--- config.mk ---
export PLATFORM = sky130hd
export DESIGN_NAME = sel_line_pkt_rx
export DESIGN_NICKNAME = d
export VERILOG_FILES = /design/src/rtl/slpr_pkg.sv /design/src/rtl/slpr_line_dec.sv /design/src/rtl/slpr_bit_ptr.sv /design/src/rtl/slpr_pkt_buf.sv /design/src/rtl/slpr_ctrl_step.sv /design/src/rtl/sel_line_pkt_rx.sv
export SDC_FILE = /design/constraint.sdc
export NUM_CORES = 1
export LEC_CHECK = 0
export BUFFER_PORTS_ARGS = -buffer_cell sky130_fd_sc_hd__buf_2
export CAP_MARGIN = 20
export CORE_ASPECT_RATIO = 0.9
export CORE_UTILIZATION = 55
export CTS_BUF_LIST = sky130_fd_sc_hd__clkbuf_8
export DETAILED_ROUTE_END_ITERATION = 10
export PLACE_DENSITY = 0.82
export SLEW_MARGIN = 0
export SYNTH_ARGS = -nofsm -noshare
export SYNTH_HDL_FRONTEND = slang
export SYNTH_SLANG_ARGS = --single-unit
--- constraint.sdc ---
create_clock -name clk -period 2.55 [get_ports clk]
set_input_delay 0.255 -clock clk [delete_from_list [all_inputs] [get_ports clk]]
set_output_delay 0.255 -clock clk [all_outputs]
set_load 0.03 [all_outputs]
--- src/rtl/slpr_pkg.sv ---
package slpr_pkg;
  // Line encodings carried by each port write
  typedef enum logic [1:0] {
    LN_CLEAR = 2'b00,
    LN_ONE   = 2'b01,
    LN_END   = 2'b10,
    LN_TICK  = 2'b11
  } line_e;

  localparam logic [1:0] LINE_AFTER_RESET = 2'b11;
endpackage

--- src/rtl/slpr_line_dec.sv ---
module slpr_line_dec
  import slpr_pkg::*;
#(
  parameter int PKT_BITS = 128,
  parameter int PTR_W    = 8
) (
  input  logic             clk,
  input  logic             rst_n,
  input  logic             wr_en,
  input  logic [1:0]       line_val,
  input  logic             ptr_idle,
  input  logic [PTR_W-1:0] ptr_cnt,
  output logic [1:0]       prev_line,
  output logic             ev_clear,
  output logic             ev_toggle,
  output logic             ev_step,
  output logic             ev_set,
  output logic             ev_adv,
  output logic             ev_deliver
);
  localparam logic [PTR_W-1:0] END_PTR = PTR_W'(PKT_BITS);

  logic [1:0] prev_q;
  logic       changed;
  logic       below_end;
  logic       at_end;

  assign prev_line = prev_q;
  assign changed   = wr_en && (line_val != prev_q);
  assign below_end = ptr_idle || (ptr_cnt < END_PTR);
  assign at_end    = !ptr_idle && (ptr_cnt == END_PTR);

  // clear fires on any 00 write, changed or not
  assign ev_clear   = wr_en && (line_val == LN_CLEAR);
  assign ev_toggle  = changed && !line_val[1] && prev_q[1];
  assign ev_step    = changed && (line_val == LN_TICK);
  assign ev_set     = changed && (line_val == LN_ONE) && !ptr_idle && below_end;
  assign ev_adv     = changed && (line_val == LN_TICK) && below_end;
  assign ev_deliver = changed && (line_val == LN_END) && at_end;

  always_ff @(posedge clk or negedge rst_n) begin
    if (!rst_n)       prev_q <= LINE_AFTER_RESET;
    else if (changed) prev_q <= line_val;
  end
endmodule

--- src/rtl/slpr_bit_ptr.sv ---
module slpr_bit_ptr #(
  parameter int PTR_W = 8
) (
  input  logic             clk,
  input  logic             rst_n,
  input  logic             ev_clear,
  input  logic             ev_adv,
  input  logic             ev_deliver,
  output logic             ptr_idle,
  output logic [PTR_W-1:0] ptr_cnt
);
  logic             idle_q;
  logic [PTR_W-1:0] cnt_q;

  function automatic logic [PTR_W-1:0] bump(input logic idle, input logic [PTR_W-1:0] c);
    return idle ? '0 : c + 1'b1;
  endfunction

  always_ff @(posedge clk or negedge rst_n) begin
    if (!rst_n) begin
      idle_q <= 1'b1;
      cnt_q  <= '0;
    end else if (ev_clear) begin
      idle_q <= 1'b1;
      cnt_q  <= '0;
    end else if (ev_adv || ev_deliver) begin
      idle_q <= 1'b0;
      cnt_q  <= bump(idle_q, cnt_q);
    end
  end

  assign ptr_idle = idle_q;
  assign ptr_cnt  = cnt_q;
endmodule

--- src/rtl/slpr_pkt_buf.sv ---
module slpr_pkt_buf #(
  parameter int PKT_BYTES = 16,
  parameter int IDX_W     = 7
) (
  input  logic                   clk,
  input  logic                   rst_n,
  input  logic                   ev_clear,
  input  logic                   ev_set,
  input  logic [IDX_W-1:0]       bit_idx,
  output logic [PKT_BYTES*8-1:0] pkt_data
);
  localparam int BYTE_W = IDX_W - 3;

  function automatic logic [7:0] lane_mask(input logic [2:0] sel);
    return 8'b1 << sel;
  endfunction

  for (genvar b = 0; b < PKT_BYTES; b++) begin : g_byte
    logic [7:0] byte_q;
    logic       hit;
    assign hit = ev_set && (bit_idx[IDX_W-1:3] == BYTE_W'(b));
    always_ff @(posedge clk or negedge rst_n) begin
      if (!rst_n)        byte_q <= '0;
      else if (ev_clear) byte_q <= '0;
      else if (hit)      byte_q <= byte_q | lane_mask(bit_idx[2:0]);
    end
    assign pkt_data[8*b +: 8] = byte_q;
  end
endmodule

--- src/rtl/slpr_ctrl_step.sv ---
module slpr_ctrl_step #(
  parameter int CTRL_W = 2
) (
  input  logic              clk,
  input  logic              rst_n,
  input  logic              ev_toggle,
  input  logic              ev_step,
  input  logic [CTRL_W-1:0] ctrl_mask,
  output logic [CTRL_W-1:0] ctrl_idx
);
  logic              flag_q;
  logic [CTRL_W-1:0] idx_q;

  function automatic logic [CTRL_W-1:0] next_idx(input logic [CTRL_W-1:0] cur,
                                                 input logic [CTRL_W-1:0] m);
    return (cur + 1'b1) & m;
  endfunction

  always_ff @(posedge clk or negedge rst_n) begin
    if (!rst_n) begin
      flag_q <= 1'b0;
      idx_q  <= '0;
    end else if (ev_toggle) begin
      flag_q <= !flag_q;
    end else if (ev_step && flag_q) begin
      flag_q <= 1'b0;
      idx_q  <= next_idx(idx_q, ctrl_mask);
    end
  end

  assign ctrl_idx = idx_q;
endmodule

--- src/rtl/sel_line_pkt_rx.sv ---
module sel_line_pkt_rx #(
  parameter int PKT_BYTES = 16,
  parameter int CTRL_W    = 2
) (
  input  logic                   clk,
  input  logic                   rst_n,
  input  logic                   wr_en,
  input  logic [1:0]             line_val,
  input  logic [CTRL_W-1:0]      ctrl_mask,
  output logic [PKT_BYTES*8-1:0] pkt_data,
  output logic                   pkt_valid,
  output logic [CTRL_W-1:0]      ctrl_idx
);
  localparam int PKT_BITS = PKT_BYTES * 8;
  localparam int IDX_W    = $clog2(PKT_BITS);
  localparam int PTR_W    = IDX_W + 1;

  logic [1:0]       prev_line;
  logic             ptr_idle;
  logic [PTR_W-1:0] ptr_cnt;
  logic             ev_clear, ev_toggle, ev_step, ev_set, ev_adv, ev_deliver;
  logic             valid_q;

  slpr_line_dec #(.PKT_BITS(PKT_BITS), .PTR_W(PTR_W)) dec_i (
    .clk(clk), .rst_n(rst_n), .wr_en(wr_en), .line_val(line_val),
    .ptr_idle(ptr_idle), .ptr_cnt(ptr_cnt), .prev_line(prev_line),
    .ev_clear(ev_clear), .ev_toggle(ev_toggle), .ev_step(ev_step),
    .ev_set(ev_set), .ev_adv(ev_adv), .ev_deliver(ev_deliver)
  );

  slpr_bit_ptr #(.PTR_W(PTR_W)) ptr_i (
    .clk(clk), .rst_n(rst_n), .ev_clear(ev_clear), .ev_adv(ev_adv),
    .ev_deliver(ev_deliver), .ptr_idle(ptr_idle), .ptr_cnt(ptr_cnt)
  );

  slpr_pkt_buf #(.PKT_BYTES(PKT_BYTES), .IDX_W(IDX_W)) buf_i (
    .clk(clk), .rst_n(rst_n), .ev_clear(ev_clear), .ev_set(ev_set),
    .bit_idx(ptr_cnt[IDX_W-1:0]), .pkt_data(pkt_data)
  );

  slpr_ctrl_step #(.CTRL_W(CTRL_W)) ctrl_i (
    .clk(clk), .rst_n(rst_n), .ev_toggle(ev_toggle), .ev_step(ev_step),
    .ctrl_mask(ctrl_mask), .ctrl_idx(ctrl_idx)
  );

  always_ff @(posedge clk or negedge rst_n) begin
    if (!rst_n) valid_q <= 1'b0;
    else        valid_q <= ev_deliver;
  end

  assign pkt_valid = valid_q;
endmodule

==> impl_metrics.py, run 1 <==
metrics = {
    "outcome": {
        "result_of_the_run": "finished, final reports clean",
    },
    "cts": {
        "tritoncts_num_sinks": 143,
        "cts_buffers": 17,
        "latest_clock_arrival_within_the_worst_skew_pair_ns": 0.45,
        "tritoncts_clock_tree": "built",
        "cts_setup_buffers": 0,
        "cts.reportedPaths.clkPinSlew_ns": 0.07,
        "clk_path_buf_depth": 2,
        "cts-hold-fix-buffers": 1,
        "cts.htree.levels": 4,
        "clock_tree.root_cell": "sky130_fd_sc_hd__clkbuf_8",
        "post_cts.resized_instances": 0,
    },
    "detailed_routing": {
        "drc_errors": 0,
        "detailedRoute.firstIterationViolations": 388,
        "post_drt_via_cell_ratio": 6.16,
        "routed_wire_length_per_instance_um": 20.3,
        "drt.antenna.violating_nets": 0,
        "dr_total_vias": 4358,
        "routed_wl_um": 14400,
        "detailedRoute.firstPassIterationCount": 5,
    },
    "power_and_ir_drop": {
        "power_mw": 4.29,
        "leakage_power_nw": 3.63,
        "ir_worst_vdd_mv": 0.406,
        "power_density_mw_per_mm2": 624,
    },
    "floorplanning": {
        "die_x_um": 110,
        "die_area_mm2": 0.0108,
        "std_cell_rows": 34,
        "core_region_area_mm2": 0.00987,
        "io_pins": 138,
        "start_util_pct": 58.0,
        "fp.dieH_um": 98.8,
    },
    "logic_synthesis": {
        "yosysUniqueCellTypes": 41,
        "netlist_area_before_placement_mm2": 0.00572,
        "yosys.area.top_type": "sky130_fd_sc_hd__dfrtp_1",
        "yosys_register_bits": 143,
        "synthesis.nets": 451,
        "netlist.area_leader.share_pct": 61.2,
        "synth_top_cells_by_area": "sky130_fd_sc_hd__dfrtp_1 61%, sky130_fd_sc_hd__a22o_1 15%, sky130_fd_sc_hd__a32o_1 5.6%, sky130_fd_sc_hd__nor2_1 1.8%, sky130_fd_sc_hd__dfstp_2 1.4%",
        "synth_warnings": 0,
        "syn-instance-count": 438,
        "synth.yosys.seq_area_share_pct": 62.6,
        "syn_area_per_cell_um2": 13.1,
    },
    "critical_path": {
        "crit_arrival_ns": 2.42,
        "cp_slowest_cell": "sky130_fd_sc_hd__or3b_2",
        "timing.critical_path.cells": "inv_1 > ha_1 > or3b_2 > o21ba_2 > o21ai_2 > o221ai_1",
        "cp_top_family": "compound AO/OA/AOI/OAI gates",
        "start_kind": "register",
        "critPathBufInv": 1,
        "crit_path_end_kind": "register",
        "path_class": "register to register",
        "max_stage_delay_ns": 0.50,
        "path_max_fanout": 6,
        "critical_path_required_ns": 2.86,
    },
    "worst_hold_path": {
        "timing.hold.worst.class": "primary input to register",
    },
    "final_layout": {
        "antennaDiodeCount": 0,
        "layout.cells.most_common": "sky130_fd_sc_hd__dfrtp_1",
        "drive_gt1_share_pct": 33.5,
        "final_nets": 583,
        "area_growth_syn_to_layout_pct": 20.1,
        "mostFrequentLayoutCells": "140 x sky130_fd_sc_hd__dfrtp_1, 136 x sky130_fd_sc_hd__buf_2, 96 x sky130_fd_sc_hd__a22o_1",
        "nFillCells": 734,
    },
    "place": {
        "port_buffers": 137,
        "place.gp.congestion": 0.840,
        "dp.final_hpwl_um": 9560,
    },
    "grt": {
        "grt_max_degree": 94,
        "globalRoute.totalOverflow": 0,
        "grt_usage_pct": 28.2,
        "via_count_of_the_first_global_routing_pass": 4288,
        "initial_antenna_violation_count": 0,
        "grt_pass1_wl_um": 22800,
    },
    "sta": {
        "setup-tns-final_ns": 0,
        "timing.max_slew.rel_slack_pct": 29.5,
        "hold_viol_final": 0,
        "finalClockSkew_ns": 0.00519,
        "setup_viol": 0,
        "worstMarginPinSlew_ns": 1.05,
        "unrepaired_setup_endpoints_after_global_routing": "no",
        "timing.fmax_mhz": 474,
        "final_min_period_over_clock_period_pct": 82.8,
        "finalWorstPathRequiredPeriod_ns": 2.11,
        "timing.final.max_slew_violations": 0,
    },
    "run": {
        "drv.max_cap_violation_count": 0,
    },
}
[layer usage]
layer	up-vias	global-route usage (%)	share of wire (%)
li1	1925	-	-
met2	209	43.1	47
met3	21	8.27	9.5
met4	0	10.9	1.6
met5	-	0	0
met1	2203	38.2	41
[synth_stat cells (all sizes together)]
master / instances
dfrtp: 140
a22o: 96
a32o: 32
nor2: 28
buf: 23
clkbuf: 15
inv: 15
nand2: 15
nand3: 12
nor3: 11
ha: 6
o21ai: 6
xnor2: 4
dfstp: 3
nand2b: 3
o221ai: 3
o22ai: 3
o31ai: 3
a211oi: 2
o211ai: 2
or3b: 2
a2111oi: 1
a211o: 1
a21o: 1
a21oi: 1
a221o: 1
a311o: 1
and3: 1
and4b: 1
nor2b: 1
o21ba: 1
or2: 1
or3: 1
or4: 1
xor2: 1
[worst register-to-register path, stage by stage (launching register included)]
cell                       delay [ns]
sky130_fd_sc_hd__dfrtp_1         0.42
sky130_fd_sc_hd__inv_1           0.13
sky130_fd_sc_hd__ha_1            0.21
sky130_fd_sc_hd__or3b_2          0.50
sky130_fd_sc_hd__o21ba_2         0.25
sky130_fd_sc_hd__o21ai_2         0.27
sky130_fd_sc_hd__o221ai_1        0.18
[report_power, final]
group,switching [mW],internal [mW]
combinational,0.219,0.0813
clock,0.827,0.821
sequential,0.0338,2.30
[worst paths after layout]
kind | startpoint | endpoint | slack [ns] | cells after the start
max | ptr_i.ptr_cnt[0] | ptr_i.ptr_cnt[3] | 0.44 | 6
min | wr_en | dec_i.prev_line[1] | 0.02 | 2
max reg2reg | ptr_i.ptr_cnt[0] | ptr_i.ptr_cnt[3] | 0.44 | 6
min reg2reg | buf_i.g_byte[7].byte_q[3] | buf_i.g_byte[7].byte_q[3] | 0.50 | 1
max in group asynchronous | rst_n | buf_i.g_byte[5].byte_q[1] | 1.36 | 3
min in group asynchronous | rst_n | buf_i.g_byte[5].byte_q[2] | 0.41 | 2
[cell type report]
class,count,area (um2),area share [%]
Clock inverter,8,55.1,0.801
Inverter,15,56.3,0.819
Timing Repair Buffer,151,812,11.8
Sequential cell,143,3580,52.1
Multi-Input combinational cell,242,1900,27.6
Tap cell,126,158,2.29
Clock buffer,23,317,4.60
[registers in the layout, summed over array words and instances, names as in the netlist]
| register | count |
|---|---|
| buf_i.g_byte.byte_q | 128 |
| ctrl_i.ctrl_idx | 2 |
| ptr_i.ptr_cnt | 8 |
| dec_i.prev_line | 2 |
| ctrl_i.flag_q | 1 |
| ptr_i.ptr_idle | 1 |
| pkt_valid | 1 |
[kinds of logic (layout without fill, tap and decap cells)]
logic type / Yosys count / after routing / synth area share (%)
compound gates: 154 / 154 / 24.0
xor+xnor: 5 / 5 / 0.765
fa+ha+maj: 6 / 6 / 1.31
buf+inv: 53 / 197 / 4.33
flops: 143 / 143 / 62.6
simple gates: 77 / 77 / 6.99
[stage by stage]
| stage | util (%) | hold WS [ns] | setup slack, ns | cells | cell area, um2 |
|---|---|---|---|---|---|
| global route | 69.7 | 0.0240 | 0.362 | 708 | 6880 |
| finish | 69.7 | 0.0231 | 0.439 | 708 | 6880 |
| detailed placement | 65.8 | 0.384 | 0.493 | 676 | 6490 |
| global placement | 65.8 | 0.380 | 0.530 | 676 | 6490 |
| CTS | 69.7 | 0.00124 | 0.459 | 708 | 6880 |
| floorplan | - | -0.0406 | 0.663 | 438 | 5720 |
No activity file was read; power rests on OpenSTA's default activity.
==> inputs of run 2 (changes only) <==
- CORE_UTILIZATION: 55 -> 50
- PLACE_DENSITY: 0.82 -> 0.78
- clock period: 2.55 -> 1.84 ns (I/O delays scaled with it)
==> run 2 against run 1 <==
  * Final cell count rose by 6.8%
  * Design area rose by 5.4%
  * Non-clock buffer count rose by 24
  * Sequential cell count did not move
  * Clock-buffer cell count fell by 2
  * Die area rose by 9.8%
  * First-iteration DRC count rose by 30%
  * Combinational power rose by 78%
  * Global-route usage fell by 1.8 points
  * Critical endpoint is now buf_i.g_byte[9].byte_q[4]
  * Largest power group unchanged
  * Highest routed layer unchanged
==> impl_metrics.py, run 2 (synthesis results as in run 1) <==
metrics = {
    "outcome": {
        "result_of_the_run": "finished, final reports clean",
    },
    "final_layout": {
        "max_ffs_per_register": 128,
        "nFillCells": 870,
        "mostFrequentLayoutCells": "140 x sky130_fd_sc_hd__dfrtp_1, 136 x sky130_fd_sc_hd__buf_2, 96 x sky130_fd_sc_hd__a22o_1",
        "layout.cells.most_common": "sky130_fd_sc_hd__dfrtp_1",
        "drive_gt1_share_pct": 37.1,
        "finish.instance_area_mm2": 0.00725,
        "final_nets": 607,
        "regMostFlops": "buf_i.g_byte.byte_q",
        "final_cells": 756,
        "antennaDiodeCount": 0,
        "utilization_pct": 65.9,
        "area_growth_syn_to_layout_pct": 26.6,
    },
    "critical_path": {
        "crit_arrival_ns": 2.19,
        "ff2ff_setup_slack_ns": 0.04,
        "path_class": "register to register",
        "crit_path_end_kind": "register",
        "start_kind": "register",
        "regToRegEndpoint": "buf_i.g_byte[9].byte_q[4]",
        "r2r_start": "ptr_i.ptr_idle",
        "worstSetupEndpoint": "buf_i.g_byte[9].byte_q[4]",
        "critical_path_required_ns": 2.22,
        "worstSetupStartpoint": "ptr_i.ptr_idle",
        "ff2ff_path_depth": 5,
        "path_max_fanout": 24,
    },
    "power_and_ir_drop": {
        "leakage_power_nw": 3.80,
        "clockPowerShare_pct": 39.2,
        "ir_worst_vdd_mv": 0.680,
        "seq_power_share_pct": 52.1,
        "power_switching_share_pct": 24.3,
        "total_switching_power_mw": 1.51,
        "power_density_mw_per_mm2": 855,
        "power_report.internal_total_mw": 4.69,
        "combPwrFrac_pct": 8.6,
    },
    "place": {
        "dp.final_hpwl_um": 10000,
        "place.gp.congestion": 0.934,
        "placed_cell_area_mm2": 0.00673,
        "port_buffers": 137,
        "place.detailed.instances": 720,
    },
    "detailed_routing": {
        "dr_total_vias": 4571,
        "wirelength_met1_um": 6470,
        "drc_errors": 0,
        "routed_wl_um": 15000,
        "detailedRoute.firstIterationViolations": 504,
        "wl_met3_um": 1070,
        "maxUsedRoutingLayer": "met4",
        "post_drt_via_cell_ratio": 6.05,
        "routed_wire_length_per_instance_um": 19.8,
        "detailedRoute.firstPassIterationCount": 5,
        "drt.antenna.violating_nets": 0,
        "met2WireLength_um": 7240,
    },
    "sta": {
        "finalClockSkew_ns": 0.00918,
        "hold_viol_final": 0,
        "worstMarginPinSlew_ns": 0.790,
        "final_min_period_over_clock_period_pct": 98.1,
        "timing.final.max_slew_violations": 0,
        "timing.fmax_mhz": 554,
        "finalWorstPathRequiredPeriod_ns": 1.80,
        "timing.max_slew.rel_slack_pct": 46.9,
        "setup_viol": 0,
    },
    "floorplanning": {
        "fp.dieH_um": 104,
        "die_area_mm2": 0.0119,
        "die_x_um": 115,
        "core_region_area_mm2": 0.0110,
        "start_util_pct": 52.1,
        "io_pins": 138,
        "std_cell_rows": 36,
    },
    "cts": {
        "clock_tree.root_cell": "sky130_fd_sc_hd__clkbuf_8",
        "clk_path_buf_depth": 2,
        "tritoncts_num_sinks": 143,
        "cts_buffers": 17,
        "cts.reportedPaths.clkPinSlew_ns": 0.07,
        "tritoncts_clock_tree": "built",
        "latest_clock_arrival_within_the_worst_skew_pair_ns": 0.45,
        "cts.htree.levels": 4,
    },
    "run": {
        "drv.max_cap_violation_count": 0,
    },
    "grt": {
        "globalRoute.totalOverflow": 0,
        "grt_max_degree": 59,
        "via_count_of_the_first_global_routing_pass": 4445,
        "initial_antenna_violation_count": 0,
        "grt_usage_pct": 26.3,
        "grt_pass1_wl_um": 23900,
    },
    "worst_hold_path": {
        "timing.hold.worst.class": "primary input to register",
    },
}
[run 2: changes by cell type in the layout (fill, tap and decap cells not counted), sizes merged]
cell,change
dlygate4sd3,+3
inv,+1
clkbuf,-2
bufinv,+2
buf,+21
clkinvlp,-3
[run 2: worst min-delay path by stage]
stage | depth (start not counted) | startpoint | end | slack (ns)
after floorplan | 0 | rst_n | buf_i.g_byte[0].byte_q[0] | -0.11
after global placement | 1 | rst_n | buf_i.g_byte[8].byte_q[6] | 0.12
after detailed placement | 1 | rst_n | buf_i.g_byte[8].byte_q[0] | 0.12
after CTS | 2 | line_val[1] | ctrl_i.flag_q | 0.02
after global routing | 2 | line_val[1] | ctrl_i.flag_q | 0.05
final | 2 | line_val[1] | ctrl_i.flag_q | 0.05
[run 2: through the flow]
stage               total power, mW  hold slack (ns)  TNS (ns)  setup WS, ns
floorplan                      3.55           -0.112         0        0.0296
global placement               3.76            0.115         0        0.0702
detailed placement             3.78            0.125  -0.00421      -0.00421
CTS                            6.18           0.0226         0      0.000605
global route                   6.42           0.0518   -0.0141      -0.00699
finish                         6.20           0.0511         0        0.0350
[run 2: what timing repair did]
action                     CTS  global route
pin swaps                    0             4
setup endpoints to repair    3            45
gates resized for setup      1            16
setup buffers                0             3
hold buffers                 4             0
hold endpoints to repair    41             0
[run 2: critical path, cell delays in order, from the launching register on]
cell	delay, ns
sky130_fd_sc_hd__dfstp_2	0.37
sky130_fd_sc_hd__or3_4	0.38
sky130_fd_sc_hd__a211o_4	0.39
sky130_fd_sc_hd__nor3_4	0.23
sky130_fd_sc_hd__buf_12	0.21
sky130_fd_sc_hd__a22o_1	0.15
[run 2: per-layer routing]
metal / vias up / GRT usage [%]
li1: 1975 / -
met1: 2359 / 37.4
met2: 215 / 40.2
met3: 22 / 6.61
met4: 0 / 7.79
met5: - / 0
[run 2: power groups by stage]
stage | sequential, mW | clock (mW) | combinational, mW
2_1_floorplan | 3.34 | 0 | 0.214
3_3_place_gp | 3.29 | 0 | 0.470
5_1_grt | 3.24 | 2.59 | 0.589
3_5_place_dp | 3.29 | 0 | 0.486
4_1_cts | 3.23 | 2.45 | 0.495
6_report | 3.23 | 2.43 | 0.536
[run 2: final cells by class]
cell class	instances	area, um2	area share [%]
well taps	152	190	2.62
repair buffers	175	1070	14.8
inverters	15	56.3	0.777
multi-input cells	242	1970	27.2
clock inverters	8	91.3	1.26
flip-flops and latches	143	3580	49.4
clock buffers	21	289	3.99
==> inputs of run 3 (changes only) <==
- CORE_ASPECT_RATIO: 0.9 -> 1.2
- CORE_UTILIZATION: 50 -> 45
- PLACE_DENSITY: 0.78 -> 0.72
==> run 3 against run 2 <==
  * Design area up 1.0%
  * Clock power rose by 14%
  * Final cell count is 1.5% higher
  * Power grew 5.4%
  * Non-clock buffer count unchanged
  * Critical path type unchanged
  * Clock skew is 0.0013 ns lower
  * Hold slack got worse by 0.016 ns
  * The run now ends with negative setup slack left
  * Die area rose by 11%
  * Sequential cell count stayed put
  * Core utilization decreased by 6.3 points
==> impl_metrics.py, run 3 (synthesis results as in run 1) <==
metrics = {
    "place": {
        "place.detailed.instances": 728,
        "dp.final_hpwl_um": 10200,
        "place.gp.congestion": 0.910,
        "dp_worst_setup_slack_ns": -0.00759,
        "placed_cell_area_mm2": 0.00672,
        "port_buffers": 137,
    },
    "sta": {
        "timing.fmax_mhz": 543,
        "final_min_period_over_clock_period_pct": 100,
        "finalClockSkew_ns": 0.00784,
        "final.hold.worst_slack_ns": 0.0352,
        "setup_viol": 1,
        "unrepaired_setup_endpoints_after_global_routing": "yes",
        "finalWorstPathRequiredPeriod_ns": 1.84,
        "worstMarginPinSlew_ns": 0.675,
        "hold_viol_final": 0,
        "timing.max_slew.rel_slack_pct": 55.0,
        "timing.final.max_slew_violations": 0,
        "final_critical_path_setup_slack_ns": -0.00157,
        "setup-tns-final_ns": -0.00157,
    },
    "detailed_routing": {
        "drt.antenna.violating_nets": 0,
        "detailedRoute.firstPassIterationCount": 5,
        "dr_total_vias": 4513,
        "wirelength_met1_um": 6180,
        "maxUsedRoutingLayer": "met4",
        "post_drt_via_cell_ratio": 5.88,
        "wl_met3_um": 762,
        "met2WireLength_um": 7920,
        "routed_wire_length_per_instance_um": 19.9,
        "drc_errors": 0,
        "detailedRoute.firstIterationViolations": 297,
        "routed_wl_um": 15300,
    },
    "power_and_ir_drop": {
        "combPwrFrac_pct": 8.2,
        "seq_power_share_pct": 49.4,
        "power_mw": 6.53,
        "power_report.internal_total_mw": 4.87,
        "clockPowerShare_pct": 42.4,
        "leakage_power_nw": 3.81,
        "power_density_mw_per_mm2": 892,
        "ir_worst_vdd_mv": 0.472,
        "power_switching_share_pct": 25.5,
        "total_switching_power_mw": 1.66,
    },
    "critical_path": {
        "regToRegEndpoint": "ptr_i.ptr_cnt[1]",
        "r2r_start": "ptr_i.ptr_cnt[1]",
        "crit_path_end_kind": "register",
        "start_kind": "register",
        "max_stage_delay_ns": 0.40,
        "crit_arrival_ns": 2.19,
        "timing.critical_path.cells": "inv_2 > ha_4 > or3b_4 > o21ba_4 > or2_4 > o31ai_2",
        "ff2ff_path_depth": 6,
        "cp_slowest_cell": "sky130_fd_sc_hd__dfrtp_1",
        "ff2ff_setup_slack_ns": -0.002,
        "path_class": "register to register",
        "path_max_fanout": 4,
        "critical_path_required_ns": 2.19,
    },
    "final_layout": {
        "antennaDiodeCount": 0,
        "nFillCells": 983,
        "max_ffs_per_register": 128,
        "final_nets": 607,
        "mostFrequentLayoutCells": "140 x sky130_fd_sc_hd__dfrtp_1, 136 x sky130_fd_sc_hd__buf_2, 96 x sky130_fd_sc_hd__a22o_1",
        "regMostFlops": "buf_i.g_byte.byte_q",
        "utilization_pct": 59.6,
        "area_growth_syn_to_layout_pct": 27.9,
        "final_cells": 767,
        "drive_gt1_share_pct": 37.3,
        "finish.instance_area_mm2": 0.00732,
        "layout.cells.most_common": "sky130_fd_sc_hd__dfrtp_1",
    },
    "grt": {
        "via_count_of_the_first_global_routing_pass": 4428,
        "globalRoute.totalOverflow": 0,
        "initial_antenna_violation_count": 0,
        "grt_pass1_wl_um": 23900,
        "grt_max_degree": 53,
        "grt_usage_pct": 23.6,
    },
    "cts": {
        "tritoncts_num_sinks": 143,
        "cts.htree.levels": 4,
        "cts.reportedPaths.clkPinSlew_ns": 0.08,
        "tritoncts_clock_tree": "built",
        "clk_path_buf_depth": 2,
        "cts_buffers": 17,
        "latest_clock_arrival_within_the_worst_skew_pair_ns": 0.44,
        "clock_tree.root_cell": "sky130_fd_sc_hd__clkbuf_8",
    },
    "floorplanning": {
        "std_cell_rows": 44,
        "die_x_um": 105,
        "start_util_pct": 46.6,
        "io_pins": 138,
        "core_region_area_mm2": 0.0123,
        "die_area_mm2": 0.0132,
        "fp.dieH_um": 126,
    },
    "outcome": {
        "failed_checks": "negative setup slack",
        "result_of_the_run": "complete, but fails checks",
    },
    "worst_hold_path": {
        "hold_path_end": "ctrl_i.ctrl_idx[1]",
        "worst_hold_path.num_cells": 2,
        "hold_path_startpoint": "ctrl_mask[1]",
        "timing.hold.worst.class": "primary input to register",
    },
    "run": {
        "drv.max_cap_violation_count": 0,
    },
}
-- run 3: per-layer routing --
metal	vias up	global-route usage, %
met2	180	39.3
li1	1979	-
met4	0	9.69
met5	-	0
met3	37	4.64
met1	2317	30.2
-- run 3: area by class of cell --
type / instances / area [um2] / share of cell area [%]
Clock buffer: 17 / 234 / 3.20
Clock inverter: 14 / 204 / 2.79
Inverter: 15 / 56.3 / 0.769
Multi-Input combinational cell: 242 / 1950 / 26.7
Sequential cell: 143 / 3580 / 48.9
Tap cell: 161 / 201 / 2.75
Timing Repair Buffer: 175 / 1090 / 14.9
-- run 3: how the worst max path moves through the flow --
stage,start,cells past startpoint,endpoint
after floorplan,dec_i.prev_line[1],6,buf_i.g_byte[0].byte_q[3]
after global placement,line_val[1],5,buf_i.g_byte[13].byte_q[3]
after detailed placement,line_val[1],5,buf_i.g_byte[5].byte_q[3]
after CTS,ptr_i.ptr_idle,5,buf_i.g_byte[8].byte_q[1]
after global routing,ptr_i.ptr_cnt[0],6,ptr_i.ptr_cnt[1]
final,ptr_i.ptr_cnt[1],6,ptr_i.ptr_cnt[1]
-- run 3: power by group through the flow --
stage	combinational, mW	clock, mW	sequential, mW
after floorplan	0.214	0	3.34
after global placement	0.480	0	3.28
after detailed placement	0.494	0	3.29
after CTS	0.502	2.80	3.22
after global routing	0.579	2.94	3.23
final	0.533	2.77	3.23
-- run 3: what timing repair did --
action / in CTS / in global routing
pin swaps: 0 / 6
endpoints found under the setup margin: 1 / 39
hold buffers: 3 / 0
setup buffers: 0 / 3
endpoints found under the hold margin: 48 / 0
resized for setup: 1 / 13
cloned: 0 / 2
-- run 3: critical path, delay by kind of cell (launching register included) --
family | cells | cell delay [ns]
adders and majority gates | 1 | 0.13
AOI/OAI and AO/OA | 2 | 0.49
DFF | 1 | 0.40
buffers and inverters | 1 | 0.09
and+or+nand+nor | 2 | 0.64
